===== src/rtl/pcm_port_pkg.sv =====
package pcm_port_pkg;

  typedef struct packed {
    logic loadTx;
    logic shiftTx;
    logic rxClear;
    logic rxSample;
    logic rxCommit;
  } portStrobes_t;

endpackage


===== src/rtl/pcm_port_ctrl.sv =====
module pcm_port_ctrl
  import pcm_port_pkg::*;
#(
  parameter int WORD_BITS = 8
) (
  input  logic         clk,
  input  logic         rstN,
  input  logic         bitClk,
  input  logic         frameSync,
  output portStrobes_t strobes,
  output logic         txEnable
);

  localparam int CNT_W = $clog2(WORD_BITS);
  localparam logic [CNT_W-1:0] LAST_BIT = CNT_W'(WORD_BITS - 1);

  logic             bclkQ;
  logic             bclkRise;
  logic             bclkFall;
  logic             fsSeen;
  logic             pending;
  logic             active;
  logic             hold;
  logic             longMode;
  logic [CNT_W-1:0] bitCnt;
  logic             rxActive;
  logic [CNT_W-1:0] rxCnt;

  assign bclkRise = bitClk & ~bclkQ;
  assign bclkFall = ~bitClk & bclkQ;

  always_ff @(posedge clk or negedge rstN) begin
    if (!rstN) begin
      bclkQ    <= 1'b0;
      fsSeen   <= 1'b0;
      pending  <= 1'b0;
      active   <= 1'b0;
      hold     <= 1'b0;
      longMode <= 1'b0;
      bitCnt   <= '0;
      rxActive <= 1'b0;
      rxCnt    <= '0;
    end else begin
      bclkQ <= bitClk;
      if (hold && !frameSync) hold <= 1'b0;
      if (bclkRise) begin
        fsSeen <= frameSync;
        if (pending) begin
          pending  <= 1'b0;
          active   <= 1'b1;
          hold     <= 1'b0;
          bitCnt   <= '0;
          longMode <= frameSync;
          rxActive <= 1'b1;
          rxCnt    <= '0;
        end else begin
          if (frameSync && !fsSeen) pending <= 1'b1;
          if (active) begin
            if (bitCnt == LAST_BIT) begin
              active <= 1'b0;
              if (longMode && frameSync) hold <= 1'b1;
            end else begin
              bitCnt <= bitCnt + 1'b1;
            end
          end
        end
      end
      if (bclkFall && rxActive) begin
        if (rxCnt == LAST_BIT) rxActive <= 1'b0;
        else rxCnt <= rxCnt + 1'b1;
      end
    end
  end

  always_comb begin
    strobes.loadTx   = bclkRise & pending;
    strobes.shiftTx  = bclkRise & ~pending & active;
    strobes.rxClear  = bclkRise & pending;
    strobes.rxSample = bclkFall & rxActive;
    strobes.rxCommit = bclkFall & rxActive & (rxCnt == LAST_BIT);
  end

  assign txEnable = active | hold;


  hold_long_chk: assert property (@(posedge clk) disable iff (!rstN)
    hold |-> longMode);


  hold_release_chk: assert property (@(posedge clk) disable iff (!rstN)
    (hold && !frameSync) |=> !txEnable);


  start_drive_chk: assert property (@(posedge clk) disable iff (!rstN)
    (bclkRise && pending) |=> (txEnable && active && !hold));

endmodule


===== src/rtl/pcm_port_dp.sv =====
module pcm_port_dp
  import pcm_port_pkg::*;
#(
  parameter int WORD_BITS = 8
) (
  input  logic                 clk,
  input  logic                 rstN,
  input  portStrobes_t         strobes,
  input  logic                 txEnable,
  input  logic                 txLoad,
  input  logic [WORD_BITS-1:0] txWord,
  input  logic                 rxData,
  output logic                 txData,
  output logic [WORD_BITS-1:0] rxWord,
  output logic                 rxValid
);

  logic [WORD_BITS-1:0] holdWord;
  logic [WORD_BITS-1:0] txShift;
  logic [WORD_BITS-1:0] rxShift;

  always_ff @(posedge clk or negedge rstN) begin
    if (!rstN) begin
      holdWord <= '0;
      txShift  <= '0;
      rxShift  <= '0;
      rxWord   <= '0;
      rxValid  <= 1'b0;
    end else begin
      if (txLoad) holdWord <= txWord;
      if (strobes.loadTx) txShift <= holdWord;
      else if (strobes.shiftTx) txShift <= {txShift[WORD_BITS-2:0], 1'b0};
      if (strobes.rxClear) rxShift <= '0;
      else if (strobes.rxSample) rxShift <= {rxShift[WORD_BITS-2:0], rxData};
      if (strobes.rxCommit) rxWord <= {rxShift[WORD_BITS-2:0], rxData};
      rxValid <= strobes.rxCommit;
    end
  end

  assign txData = txEnable & txShift[WORD_BITS-1];


  rx_pulse_chk: assert property (@(posedge clk) disable iff (!rstN)
    rxValid |=> !rxValid);


  tx_keep_chk: assert property (@(posedge clk) disable iff (!rstN)
    !(strobes.loadTx || strobes.shiftTx) |=> $stable(txShift));

endmodule


===== src/rtl/pcm_serial_port.sv =====
module pcm_serial_port
  import pcm_port_pkg::*;
#(
  parameter int WORD_BITS = 8
) (
  input  logic                 clk,
  input  logic                 rstN,
  input  logic                 bitClk,
  input  logic                 frameSync,
  input  logic                 txLoad,
  input  logic [WORD_BITS-1:0] txWord,
  output logic                 txData,
  output logic                 txEnable,
  output logic                 slotN,
  input  logic                 rxData,
  output logic [WORD_BITS-1:0] rxWord,
  output logic                 rxValid
);

  portStrobes_t strobes;

  pcm_port_ctrl #(.WORD_BITS(WORD_BITS)) uCtrl (
    .clk       (clk),
    .rstN      (rstN),
    .bitClk    (bitClk),
    .frameSync (frameSync),
    .strobes   (strobes),
    .txEnable  (txEnable)
  );

  pcm_port_dp #(.WORD_BITS(WORD_BITS)) uDp (
    .clk      (clk),
    .rstN     (rstN),
    .strobes  (strobes),
    .txEnable (txEnable),
    .txLoad   (txLoad),
    .txWord   (txWord),
    .rxData   (rxData),
    .txData   (txData),
    .rxWord   (rxWord),
    .rxValid  (rxValid)
  );

  assign slotN = ~txEnable;

endmodule


===== config.mk =====
export PLATFORM = sky130hd
export DESIGN_NAME = pcm_serial_port
export DESIGN_NICKNAME = d
export VERILOG_FILES = /design/src/rtl/pcm_port_pkg.sv /design/src/rtl/pcm_port_ctrl.sv /design/src/rtl/pcm_port_dp.sv /design/src/rtl/pcm_serial_port.sv
export SDC_FILE = /design/constraint.sdc
export NUM_CORES = 1
export LEC_CHECK = 0
export BUFFER_PORTS_ARGS = -buffer_cell sky130_fd_sc_hd__buf_4
export CAP_MARGIN = 15
export CORE_MARGIN = 1.5
export CORE_UTILIZATION = 42
export DETAILED_ROUTE_END_ITERATION = 6
export GPL_ROUTABILITY_DRIVEN = 0
export PLACE_DENSITY = 0.65
export SLEW_MARGIN = 25
export SYNTH_ARGS = -nofsm -noshare
export SYNTH_HDL_FRONTEND = slang
export SYNTH_SLANG_ARGS = --single-unit

===== constraint.sdc =====
create_clock -name clk -period 1.55 [get_ports clk]
set_input_delay 0.0775 -clock clk [delete_from_list [all_inputs] [get_ports clk]]
set_output_delay 0.0775 -clock clk [all_outputs]
set_load 0.01 [all_outputs]

==> results of run 1 <==
[what timing repair did]
item                       CTS  global route
setup endpoints to repair    0            15
buffers inserted             0             1
hold endpoints to repair    46             1
hold buffers                 2             1
gates resized for setup      0             4
[metrics by stage]
step / total power [W] / instance area (sq um)
after floorplan: 0.00233 / 1980
after global placement: 0.00257 / 2240
after detailed placement: 0.00265 / 2240
after CTS: 0.00336 / 2340
after global routing: 0.00358 / 2370
final: 0.00335 / 2370
[metal layers]
layer,GRT usage [%],vias to the layer above
met2,22.8,21
met5,0,-
met4,6.50,0
li1,-,556
met1,19.4,588
met3,4.64,5
[state kept, by name, indices dropped and copies added (netlist names)]
name and cells:
uCtrl.bitCnt 3, uCtrl.fsSeen 1, uCtrl.active 1, uDp.holdWord 8, uCtrl.hold 1, uDp.txShift 8
uCtrl.bclkQ 1, uCtrl.rxCnt 3, uCtrl.rxActive 1, uDp.rxWord 8, uDp.rxValid 1, uDp.rxShift 7
uCtrl.longMode 1, uCtrl.pending 1
[final cells by class]
cell class / instances / share of cell area, %
tap: 52 / 2.74
clock inverter: 2 / 0.422
multi-input combinational: 81 / 33.6
timing repair buffer: 35 / 11.9
clock buffer: 6 / 3.06
sequential: 45 / 47.5
inverter: 5 / 0.792
[power by group]
| part | switching, W | total, W | internal, W |
|---|---|---|---|
| Clock | 0.000377 | 0.000690 | 0.000313 |
| Combinational | 0.000372 | 0.000955 | 0.000584 |
| Sequential | 0.000215 | 0.00171 | 0.00149 |
| Total | 0.000964 | 0.00335 | 0.00239 |
[final timing paths]
| path | cells past startpoint | slack (ns) | end |
|---|---|---|---|
| min | 2 | 0.01 | uDp.holdWord[4] |
| min in group asynchronous | 2 | 0.31 | uDp.rxWord[5] |
| max | 5 | 0.05 | uCtrl.rxCnt[0] |
| min reg2reg | 2 | 0.49 | uCtrl.fsSeen |
| max reg2reg | 5 | 0.05 | uCtrl.rxCnt[0] |
| max in group asynchronous | 2 | 0.85 | uCtrl.rxCnt[0] |
[logic make-up (layout without fill, tap and decap cells)]
group,count (synthesis),count (layout)
muxes,35,35
buffers and inverters,11,48
AOI/OAI and AO/OA,15,15
and+or+nand+nor,27,27
adders and majority gates,4,4
DFF,45,45
[worst register-to-register path, stage by stage (launching register included)]
cell      delay, ns
dfrtp_1        0.40
ha_2           0.18
ha_2           0.17
and4bb_2       0.30
nor2_1         0.07
mux2_2         0.27
[cells in the final DEF (no fill, tap or decap), types with 2 or more instances in the layout]
cell type,instances
mux2_4,10
clkinv_2,2
clkbuf_8,5
a22o_1,8
ha_2,2
o311ai_0,3
mux2_2,22
buf_4,31
dfrtp_1,45
inv_1,5
ha_1,2
dlygate4sd3_1,3
nand4b_1,2
mux2i_1,3
nor2_1,5
nand2_1,7
==> impl_metrics.py, run 1 <==
metrics = {
    "run_status": {
        "status": "finished clean",
    },
    "place": {
        "hpwlAfterDp_mm": 2.37,
        "io_buffer_count": 25,
        "pre_cts_ws_ns": 0.0238,
        "dpl.cell_count": 214,
    },
    "logic_synthesis": {
        "synth_top_family_by_area": "multiplexers",
        "synth_compound_area_share_pct": 6.89,
        "ys_top_cells_by_area": "dfrtp_1 (57%), mux2_2 (13%), mux2_4 (7.6%)",
        "syn_nets": 155,
        "yosysMostFrequentCell": "dfrtp_1",
        "netlist_area_sq_um": 1980,
        "yosys-top-cells-count": "dfrtp_1 (45), mux2_2 (22), mux2_4 (10)",
        "netlist_instances": 137,
        "synth-xor-area-share_pct": 0,
        "synth_area_leader_cell": "dfrtp_1",
        "seq_area_frac_synth_pct": 56.9,
        "synthSimpleGateAreaFrac_pct": 8.47,
        "synth-seq-cells": 45,
        "syn_area_per_cell_sq_um": 14.4,
        "synth_edf_count": 0,
        "synthAdderAreaFrac_pct": 2.53,
        "yosysWarnings": 0,
        "synth.area.mux_share_pct": 21.6,
        "synth.top_cell.area_share_pct": 56.9,
        "yosysUniqueCellTypes": 29,
        "async_flop_share_pct": 100,
        "synth-main-ff-cell": "dfrtp_1",
    },
    "timing": {
        "slew_viol_final": 0,
        "worstMarginPinSlew_ns": 0.557,
        "rsz0062_at_grt": "false",
        "setup_viol": 0,
        "fin_ws_ns": 0.0513,
        "period_share_pct": 96.7,
        "fin_skew_ns": 0.00479,
        "finalCriticalPeriod_ns": 1.50,
        "setup_tns_ns": 0,
        "max_freq_mhz": 667,
        "relSlewSlack_pct": 62.9,
        "final_hold_viol_count": 0,
        "worst_hold_slack_ns": 0.0141,
    },
    "die": {
        "fp.dieW_um": 71.7,
        "ios": 26,
        "die_h_um": 71.7,
        "die_area_sq_um": 5130,
        "initial_core_util_pct": 44.5,
        "rows": 24,
        "core_sq_um": 4440,
    },
    "hold_path": {
        "hp-start": "txWord[4]",
        "hp-class": "input pin to register",
    },
    "flow_run": {
        "maxCapViolCount": 0,
    },
    "cells_and_area": {
        "multi_input_area_sq_um": 796,
        "areaGrowthSynthToFinish_pct": 19.8,
        "fin_nets": 191,
        "fin_util_pct": 53.4,
        "regArea_sq_um": 1130,
        "n_antenna_cell": 0,
        "final_cells": 226,
        "drive_gt1_share_pct": 46.0,
        "fillCellCount": 376,
    },
    "critical_path": {
        "cp_data_arrival_time_ns": 1.68,
        "crit_buf_inv": 0,
        "path_common_cell": "ha_2",
        "worst_setup_path_start_kind": "register",
        "cp.required_ns": 1.73,
        "cp_top_family": "flip-flops",
        "crit-reg2reg-launch": "uCtrl.rxCnt[1]",
        "critPathLaunch": "uCtrl.rxCnt[1]",
        "endpoint_kind": "register",
        "cpPeakStageDelay_ns": 0.40,
        "critical_path_class": "register to register",
        "critPathSlowestCell": "dfrtp_1",
        "crit_chain": "ha_2, ha_2, and4bb_2, nor2_1, mux2_2",
        "cp_max_fo": 3,
    },
    "clocking": {
        "cts_max_path_buffers": 2,
        "cts_tree": "yes",
        "clock-sinks": 45,
        "ctsHtreeMaxLevel": 2,
        "numCtsBuffers": 5,
        "clk_latency_ns": 0.29,
        "path_clk_slew_ns": 0.08,
        "clock-root-buffer": "clkbuf_8",
    },
    "routing": {
        "initialDrtViolationCount": 83,
        "finalWirelength_mm": 3.37,
        "routed_via_density": 5.18,
        "wl_met2_mm": 1.64,
        "top_layer_used": "met4",
        "wl_met1_mm": 1.55,
        "drc": 0,
        "wl_met3_um": 125,
        "firstDrtPassIters": 6,
        "vias": 1170,
        "final_antenna_net_count": 0,
        "wire_per_inst_um": 14.9,
    },
    "global_routing": {
        "grt_usage_pct": 14.8,
        "antenna_found_initial": 0,
        "overflow": 0,
        "grt_pass1_wl_mm": 5.75,
        "grt_pass1_vias": 1183,
        "grt_max_degree": 46,
    },
    "pwr": {
        "peakVddDrop_mv": 0.690,
        "power.density_nw_per_um2": 1410,
        "static-leakage-power_nw": 1.18,
    },
}
(Power assumes the default switching activity.)
==> run 2: changes to the inputs <==
CORE_ASPECT_RATIO = 1.25   (was default)
==> run 2 against run 1 <==
  * Sequential share of layout area increased by 0.050 points
  * Core utilization fell by 0.24 points
  * Non-clock buffer count is the same
  * Sequential power barely moved
  * Sequential cell count unchanged
  * Via count increased by 1.3%
==> impl_metrics.py, run 2 (synthesis results as in run 1) <==
metrics = {
    "critical_path": {
        "worst_setup_path_start_kind": "register",
        "crit-reg2reg-launch": "uCtrl.rxCnt[0]",
        "endpoint_kind": "register",
        "cp_data_arrival_time_ns": 1.67,
        "reg2reg_slack_ns": 0.06,
        "cp.required_ns": 1.74,
        "critical_path_class": "register to register",
        "timing.rr.end": "uCtrl.rxCnt[0]",
        "cp_max_fo": 3,
        "reg2reg_depth": 5,
    },
    "routing": {
        "initialDrtViolationCount": 29,
        "firstDrtPassIters": 3,
        "finalWirelength_mm": 3.27,
        "wire_per_inst_um": 14.2,
        "final_antenna_net_count": 0,
        "routed_via_density": 5.13,
        "vias": 1185,
        "drc": 0,
    },
    "run_status": {
        "status": "finished clean",
    },
    "timing": {
        "max_freq_mhz": 672,
        "period_share_pct": 96.0,
        "rsz0062_at_grt": "false",
        "finalCriticalPeriod_ns": 1.49,
        "setup_tns_ns": 0,
        "relSlewSlack_pct": 63.5,
        "worstMarginPinSlew_ns": 0.547,
        "slew_viol_final": 0,
        "setup_viol": 0,
        "final_hold_viol_count": 0,
        "fin_skew_ns": 0.00616,
    },
    "cells_and_area": {
        "fillCellCount": 414,
        "multi_input_area_sq_um": 795,
        "fin_area_sq_um": 2370,
        "areaGrowthSynthToFinish_pct": 19.7,
        "drive_gt1_share_pct": 45.1,
        "largestRegisters": "uDp.holdWord x8, uDp.rxWord x8, uDp.txShift x8",
        "regArea_sq_um": 1130,
        "n_antenna_cell": 0,
        "mostFrequentLayoutCell": "dfrtp_1",
        "mostFrequentLayoutCells": "dfrtp_1 (45), buf_4 (32), mux2_2 (22), mux2_4 (10), a22o_1 (8)",
        "fin_nets": 191,
    },
    "place": {
        "hpwlAfterDp_mm": 2.44,
        "placed_area_sq_um": 2240,
        "io_buffer_count": 25,
    },
    "clocking": {
        "clk_latency_ns": 0.29,
        "cts_setup_buffers": 0,
        "clock-sinks": 45,
        "cts_max_path_buffers": 2,
        "numCtsBuffers": 5,
        "ctsHtreeMaxLevel": 2,
        "path_clk_slew_ns": 0.08,
        "clock-root-buffer": "clkbuf_8",
        "cts_tree": "yes",
    },
    "hold_path": {
        "hp-class": "input pin to register",
        "whs_path_depth": 2,
        "hp-start": "rxData",
        "min_to": "uDp.rxShift[0]",
    },
    "die": {
        "die_area_sq_um": 5140,
        "rows": 27,
        "initial_core_util_pct": 44.4,
        "die_h_um": 79.8,
        "fp.dieW_um": 64.4,
        "ios": 26,
        "core_sq_um": 4460,
    },
    "global_routing": {
        "grt_pass1_wl_mm": 5.72,
        "grt_max_degree": 46,
        "grt_usage_pct": 14.8,
        "grt_pass1_vias": 1279,
        "antenna_found_initial": 0,
        "overflow": 0,
    },
    "flow_run": {
        "maxCapViolCount": 0,
    },
    "pwr": {
        "power.density_nw_per_um2": 1410,
        "static-leakage-power_nw": 1.18,
        "peakVddDrop_mv": 0.700,
    },
}
-- run 2: changes by cell type in the layout (fill, tap and decap cells not counted) --
cell      before  now
and3b_2        1    0
buf_12         1    0
clkbuf_8       5    6
and3b_1        1    2
buf_4         31   32
clkinv_2       2    0
-- run 2: worst max-delay path: stages, from the launching register on --
cell and delay, ns:
dfrtp_1 0.39, ha_2 0.18, ha_2 0.17, and4bb_2 0.29
nor2_1 0.07, mux2_2 0.27
-- run 2: layer usage --
| layer | wire length (um) | global-route usage, % |
|---|---|---|
| met2 | 1740 | 27.2 |
| met4 | 60 | 5.74 |
| met3 | 155 | 4.51 |
| met5 | 0 | 0 |
| met1 | 1320 | 15.5 |
-- run 2: metrics by stage --
stage	instances	setup slack [ns]	power (W)	hold WS, ns	util, %
floorplan	137	0.0251	0.00233	-0.218	-
global placement	221	0.0886	0.00257	0.102	50.3
detailed placement	221	0.0200	0.00265	0.113	50.3
CTS	231	0.00398	0.00338	0.000279	52.9
global route	231	0.00719	0.00356	0.00719	53.1
finish	231	0.0615	0.00334	0.0114	53.1
-- run 2: how the worst max path moves through the flow --
stage,startpoint,to,slack [ns],cells past startpoint
2_1_floorplan,uCtrl.rxCnt[0],uCtrl.rxCnt[0],0.03,5
3_3_place_gp,uCtrl.rxCnt[0],uCtrl.rxCnt[0],0.09,5
3_5_place_dp,uCtrl.bitCnt[0],uCtrl.bitCnt[2],0.02,5
4_1_cts,uCtrl.bitCnt[0],uCtrl.bitCnt[2],0.004,5
5_1_grt,uCtrl.rxCnt[0],uCtrl.rxCnt[0],0.007,5
6_report,uCtrl.rxCnt[0],uCtrl.rxCnt[0],0.06,5
-- run 2: power by group --
| group | switching (W) | leakage [nW] | internal [W] |
|---|---|---|---|
| logic | 0.000361 | 0.567 | 0.000561 |
| registers | 0.000213 | 0.566 | 0.00149 |
| clock network | 0.000360 | 0.0443 | 0.000354 |
-- run 2: what timing repair did --
item                                   CTS  global route
gates resized for setup                  0             3
setup endpoints to repair                0             4
endpoints found under the hold margin   47             0
hold buffers                             3             0
-- run 2: cell type report --
type	instances	share of cell area (%)
timing repair buffer	35	11.4
clock buffer	7	3.65
sequential	45	47.5
multi-input combinational	81	33.5
inverter	5	0.792
tap	58	3.06
